$ cat config.mk
export PLATFORM = sky130hd
export DESIGN_NAME = stream_widen_32to64
export DESIGN_NICKNAME = d
export VERILOG_FILES = /design/src/rtl/wid_pkg.sv /design/src/rtl/wid_pair_fsm.sv /design/src/rtl/wid_out_reg.sv /design/src/rtl/stream_widen_32to64.sv
export SDC_FILE = /design/constraint.sdc
export NUM_CORES = 1
export LEC_CHECK = 0
export BUFFER_PORTS_ARGS = -buffer_cell sky130_fd_sc_hd__buf_4
export CORE_MARGIN = 4
export CORE_UTILIZATION = 55
export CTS_CLUSTER_SIZE = 25
export DETAILED_ROUTE_END_ITERATION = 10
export GPL_ROUTABILITY_DRIVEN = 0
export PLACE_DENSITY = 0.82
export SLEW_MARGIN = 20
export SYNTH_ARGS = -nofsm -noshare
export SYNTH_HDL_FRONTEND = slang
export SYNTH_SLANG_ARGS = --single-unit
$ cat constraint.sdc
create_clock -name clk -period 4.06 [get_ports clk]
set_input_delay 0.812 -clock clk [delete_from_list [all_inputs] [get_ports clk]]
set_output_delay 0.812 -clock clk [all_outputs]
set_load 0.02 [all_outputs]
$ cat src/rtl/wid_pkg.sv
package wid_pkg;
  typedef enum logic {
    RD_UPPER = 1'b0,
    RD_LOWER = 1'b1
  } half_e;
endpackage

$ cat src/rtl/wid_pair_fsm.sv
module wid_pair_fsm #(
  parameter int IN_W   = 32,
  parameter int KEEP_W = IN_W / 8
) (
  input  logic                  clk,
  input  logic                  rst_n,
  input  logic                  take,
  input  logic [IN_W-1:0]       beat_data,
  input  logic [KEEP_W-1:0]     beat_keep,
  input  logic                  beat_last,
  output logic                  load,
  output logic [2*IN_W-1:0]     word_data,
  output logic [2*KEEP_W-1:0]   word_be,
  output logic                  word_eof,
  output logic                  in_lower
);
  import wid_pkg::*;

  half_e             st;
  logic [IN_W-1:0]   hi_data;
  logic [KEEP_W-1:0] hi_keep;

  assign in_lower = (st == RD_LOWER);

  always_comb begin
    load     = take && (in_lower || beat_last);
    word_eof = beat_last;
    if (in_lower) begin
      word_data = {hi_data, beat_data};
      word_be   = {hi_keep, beat_keep};
    end else begin
      word_data = {beat_data, {IN_W{1'b0}}};
      word_be   = {beat_keep, {KEEP_W{1'b0}}};
    end
  end

  always_ff @(posedge clk) begin
    if (!rst_n) begin
      st      <= RD_UPPER;
      hi_data <= '0;
      hi_keep <= '0;
    end else if (take) begin
      if (in_lower) begin
        st <= RD_UPPER;
      end else if (!beat_last) begin
        st      <= RD_LOWER;
        hi_data <= beat_data;
        hi_keep <= beat_keep;
      end
    end
  end

  AST_LOWER_RETURNS: assert property (@(posedge clk) disable iff (!rst_n)
    (in_lower && take) |=> !in_lower);
  AST_IDLE_KEEPS_HALF: assert property (@(posedge clk) disable iff (!rst_n)
    !take |=> $stable(in_lower));
endmodule

$ cat src/rtl/wid_out_reg.sv
module wid_out_reg #(
  parameter int W  = 64,
  parameter int BW = W / 8
) (
  input  logic          clk,
  input  logic          rst_n,
  input  logic          load,
  input  logic [W-1:0]  d_data,
  input  logic [BW-1:0] d_be,
  input  logic          d_eof,
  input  logic          m_ready,
  output logic          m_valid,
  output logic [W-1:0]  m_data,
  output logic [BW-1:0] m_be,
  output logic          m_eof,
  output logic          can_load
);
  assign can_load = !m_valid || m_ready;

  always_ff @(posedge clk) begin
    if (!rst_n) begin
      m_valid <= 1'b0;
      m_data  <= '0;
      m_be    <= '0;
      m_eof   <= 1'b0;
    end else if (load) begin
      m_valid <= 1'b1;
      m_data  <= d_data;
      m_be    <= d_be;
      m_eof   <= d_eof;
    end else if (m_ready) begin
      m_valid <= 1'b0;
    end
  end

  AST_HOLD_STABLE: assert property (@(posedge clk) disable iff (!rst_n)
    (m_valid && !m_ready) |=> (m_valid && $stable(m_data) && $stable(m_be) && $stable(m_eof)));
  AST_NO_OVERWRITE: assert property (@(posedge clk) disable iff (!rst_n)
    (m_valid && !m_ready) |-> !load);
endmodule

$ cat src/rtl/stream_widen_32to64.sv
module stream_widen_32to64 #(
  parameter int IN_W = 32
) (
  input  logic                  clk,
  input  logic                  rst_n,
  input  logic                  s_valid,
  output logic                  s_ready,
  input  logic [IN_W-1:0]       s_data,
  input  logic [IN_W/8-1:0]     s_keep,
  input  logic                  s_last,
  output logic                  m_valid,
  input  logic                  m_ready,
  output logic [2*IN_W-1:0]     m_data,
  output logic [IN_W/4-1:0]     m_be,
  output logic                  m_eof
);
  localparam int KEEP_W = IN_W / 8;
  localparam int OUT_W  = 2 * IN_W;
  localparam int BE_W   = 2 * KEEP_W;

  logic              take, load, in_lower, can_load;
  logic [OUT_W-1:0]  w_data;
  logic [BE_W-1:0]   w_be;
  logic              w_eof;

  assign s_ready = can_load;
  assign take    = s_valid && can_load;

  wid_pair_fsm #(.IN_W(IN_W), .KEEP_W(KEEP_W)) u_fsm (
    .clk(clk), .rst_n(rst_n), .take(take),
    .beat_data(s_data), .beat_keep(s_keep), .beat_last(s_last),
    .load(load), .word_data(w_data), .word_be(w_be), .word_eof(w_eof),
    .in_lower(in_lower)
  );

  wid_out_reg #(.W(OUT_W), .BW(BE_W)) u_out (
    .clk(clk), .rst_n(rst_n), .load(load),
    .d_data(w_data), .d_be(w_be), .d_eof(w_eof),
    .m_ready(m_ready), .m_valid(m_valid), .m_data(m_data),
    .m_be(m_be), .m_eof(m_eof), .can_load(can_load)
  );

  AST_BLOCKED_NO_TAKE: assert property (@(posedge clk) disable iff (!rst_n)
    (m_valid && !m_ready) |-> !s_ready);
  AST_ODD_WORD: assert property (@(posedge clk) disable iff (!rst_n)
    (s_valid && s_ready && s_last && !in_lower) |=>
      (m_valid && m_eof && m_data[IN_W-1:0] == '0 && m_be[KEEP_W-1:0] == '0));
  AST_PAIR_EMIT: assert property (@(posedge clk) disable iff (!rst_n)
    (s_valid && s_ready && in_lower) |=> (m_valid && m_data[IN_W-1:0] == $past(s_data)));
  AST_EOF_FROM_LAST: assert property (@(posedge clk) disable iff (!rst_n)
    (s_valid && s_ready && (in_lower || s_last)) |=> (m_eof == $past(s_last)));
endmodule

==> insert_results.sql <==
INSERT INTO impl_metrics (metric_group, metric, value, unit) VALUES
('timing', 'worst-slew-pin-transition', '799', 'ps'),
('global_route', 'gr_util_all_layers', '20.4', '%'),
('status', 'outcome', 'finished, final reports clean', ''),
('timing', 'grt_setup_unrepaired', 'false', ''),
('floorplanning', 'floorplan.rows', '32', ''),
('hold_path', 'hold_path_startpoint', 'u_fsm.hi_data[15]', ''),
('synthesis', 'flip_flop_and_latch_count_after_synthesis', '111', ''),
('setup_path', 'slowest_stage', 'nand3_2', ''),
('setup_path', 'cp-startpoint', 'm_ready', ''),
('timing', 'post-route-period-util', '57.1', '%'),
('clock_network', 'tritoncts_num_sinks', '111', ''),
('clock_network', 'cts-root-to-sink-buffers', '2', ''),
('hold_path', 'timing.hold.worst_path_depth', '2', ''),
('cells_and_area', 'post_route_cells_drive_above_1_share', '32.0', '%'),
('clock_network', 'h_tree_depth_reported_by_cts', '3', ''),
('setup_path', 'worst_ep_required_time', '4300', 'ps'),
('clock_network', 'postCtsHoldBufs', '0', ''),
('hold_path', 'min_delay_worst_endpoint', 'u_fsm.hi_data[15]', ''),
('synthesis', 'sequential_element_share_of_the_synthesized_area', '48.8', '%'),
('synthesis', 'synth_largest_area_cell', 'dfxtp_1', ''),
('flow_run', 'max_cap_violations', '0', ''),
('power_and_ir_drop', 'total_leakage_power', '2.71', 'nW'),
('timing', 'slew-limit-headroom', '46.7', '%'),
('power_and_ir_drop', 'p_switching', '0.580', 'mW'),
('routing', 'drt_pre_antenna_iters', '4', ''),
('routing', 'route.vias.total', '3473', ''),
('floorplanning', 'chipHeight', '99.0', 'um'),
('setup_path', 'regToRegStartpoint', 'u_fsm.in_lower', ''),
('synthesis', 'ys_warn_count', '0', ''),
('clock_network', 'clk_latency', '360', 'ps'),
('power_and_ir_drop', 'seq_power_share', '53.9', '%'),
('setup_path', 'worstSetupStartpointType', 'primary input', ''),
('clock_network', 'clock_transition_at_the_register_clock_pins_on_the_worst_setup_and_hold_paths_after_cts', '100', 'ps'),
('cells_and_area', 'finish.instance_area', '5550', 'um2'),
('synthesis', 'syn-instance-count', '450', ''),
('cells_and_area', 'sequential_area', '2220', 'um2'),
('routing', 'avgViaCountPerCell', '5.33', ''),
('setup_path', 'critical_path.cell_chain', 'buf_4 > nand2b_1 > nand3_2 > buf_4 > mux2i_1', ''),
('clock_network', 'cts-resized-gates', '0', ''),
('power_and_ir_drop', 'intPower', '1.60', 'mW'),
('routing', 'routed_wl', '9960', 'um'),
('routing', 'drc_errors', '0', ''),
('clock_network', 'post_cts.repair.setup_buffers', '0', ''),
('cells_and_area', 'antenna_cells', '0', ''),
('place', 'io_buffers', '115', ''),
('clock_network', 'cts_tree', 'done', ''),
('synthesis', 'post_synth_design_cell_area', '4560', 'um2'),
('floorplanning', 'dieWidth', '99.0', 'um'),
('setup_path', 'crit_fanout', '23', ''),
('global_route', 'grt_start_max_net_pins', '91', ''),
('timing', 'worst_clock_skew', '10.7', 'ps'),
('cells_and_area', 'multi_input_gate_area_in_the_final_layout', '2090', 'um2'),
('cells_and_area', 'num-nets-final', '586', ''),
('global_route', 'number_of_antenna_violations_at_the_first_check_in_global_routing', '0', ''),
('routing', 'detail_route.wl_per_cell', '15.3', 'um'),
('place', 'place_area', '5340', 'um2'),
('hold_path', 'min-delay-path-class', 'flip-flop to flip-flop', ''),
('timing', 'hold_viol_final', '0', ''),
('synthesis', 'synth.avg_cell_area', '10.1', 'um2'),
('power_and_ir_drop', 'p_comb_share', '16.2', '%'),
('timing', 'fmax', '432', 'MHz'),
('synthesis', 'synth.top_cells.by_area', 'dfxtp_1, mux2i_1, nand2_1', ''),
('power_and_ir_drop', 'p_sw_share', '26.7', '%'),
('cells_and_area', 'final_cell_mix', 'nand2_1, buf_4, dfxtp_1, mux2i_1', ''),
('setup_path', 'ff2ff_path_depth', '5', ''),
('clock_network', 'cts_root_buffer', 'clkbuf_8', ''),
('place', 'place_hpwl', '6550', 'um'),
('floorplanning', 'core', '7890', 'um2'),
('timing', 'timing.final.setup_violations', '0', ''),
('timing', 'period_minus_slack', '2320', 'ps'),
('timing', 'timing.setup.tns', '0', 'ps');
[cells in the mapped netlist, drive strengths merged (2+ instances only)]
cell,n
a21oi,2
a22o,36
a31oi,2
buf,23
clkbuf,14
dfxtp,111
mux2,36
mux2i,72
nand2,145
nand3,2
[worst max-delay path by stage]
stage                  endpoint  slack, ps  cells after the start
3_3_place_gp   u_fsm.hi_data[6]       1390                      5
4_1_cts        u_fsm.hi_data[5]       1720                      5
6_report       u_fsm.hi_data[5]       1740                      5
3_5_place_dp   u_fsm.hi_data[8]       1350                      5
2_1_floorplan           s_ready       2140                      2
5_1_grt        u_fsm.hi_data[5]       1610                      5
[critical path, delay by kind of cell]
kind                   cells  cell delay (ps)
and+or+nand+nor            2             1040
buffers and inverters      2              560
muxes                      1              150
[layer usage]
layer / up-vias / wire length (um) / track usage, %
met5: - / 0 / 0
met4: 0 / 88 / 5.88
met3: 9 / 555 / 4.53
met2: 84 / 4790 / 34.5
met1: 1670 / 4530 / 26.2
li1: 1710 / - / -
[kinds of logic (layout without fill, tap and decap cells)]
logic type | after synthesis | after routing | synth area share [%]
flops | 111 | 111 | 48.8
buf+inv | 38 | 138 | 5.60
mux | 108 | 108 | 24.7
simple gates | 152 | 152 | 12.9
compound gates | 41 | 41 | 7.96
[through the flow]
stage	power [mW]	worst slack, ps	util (%)	instances	hold slack [ps]
global placement	1.54	1390	67.8	635	440
finish	2.18	1740	70.4	652	459
CTS	2.19	1720	70.2	651	464
global route	2.27	1610	70.4	652	483
floorplan	1.43	2140	-	450	435
detailed placement	1.55	1350	67.8	635	449
[layout make-up]
type                            count  area share (%)
Sequential cell                   111            40.1
Multi-Input combinational cell    301            37.6
Timing Repair Buffer              121            16.5
Clock buffer                       11            2.37
Tap cell                          102            2.30
Clock inverter                      5            1.06
Inverter                            1          0.0676
[power groups by stage]
stage                     combinational, mW  sequential [mW]  clock, mW
after CTS                             0.354             1.17      0.659
after global routing                  0.382             1.18      0.707
after detailed placement              0.352             1.20          0
after global placement                0.343             1.19          0
final                                 0.353             1.17      0.649
after floorplan                       0.193             1.24          0
[state kept, by name, indices dropped and copies added (netlist names)]
name            flops
u_out.m_eof         1
u_out.m_valid       1
u_out.m_be          8
u_out.m_data       64
u_fsm.hi_data      32
u_fsm.hi_keep       4
u_fsm.in_lower      1
(Power assumes the default switching activity.)
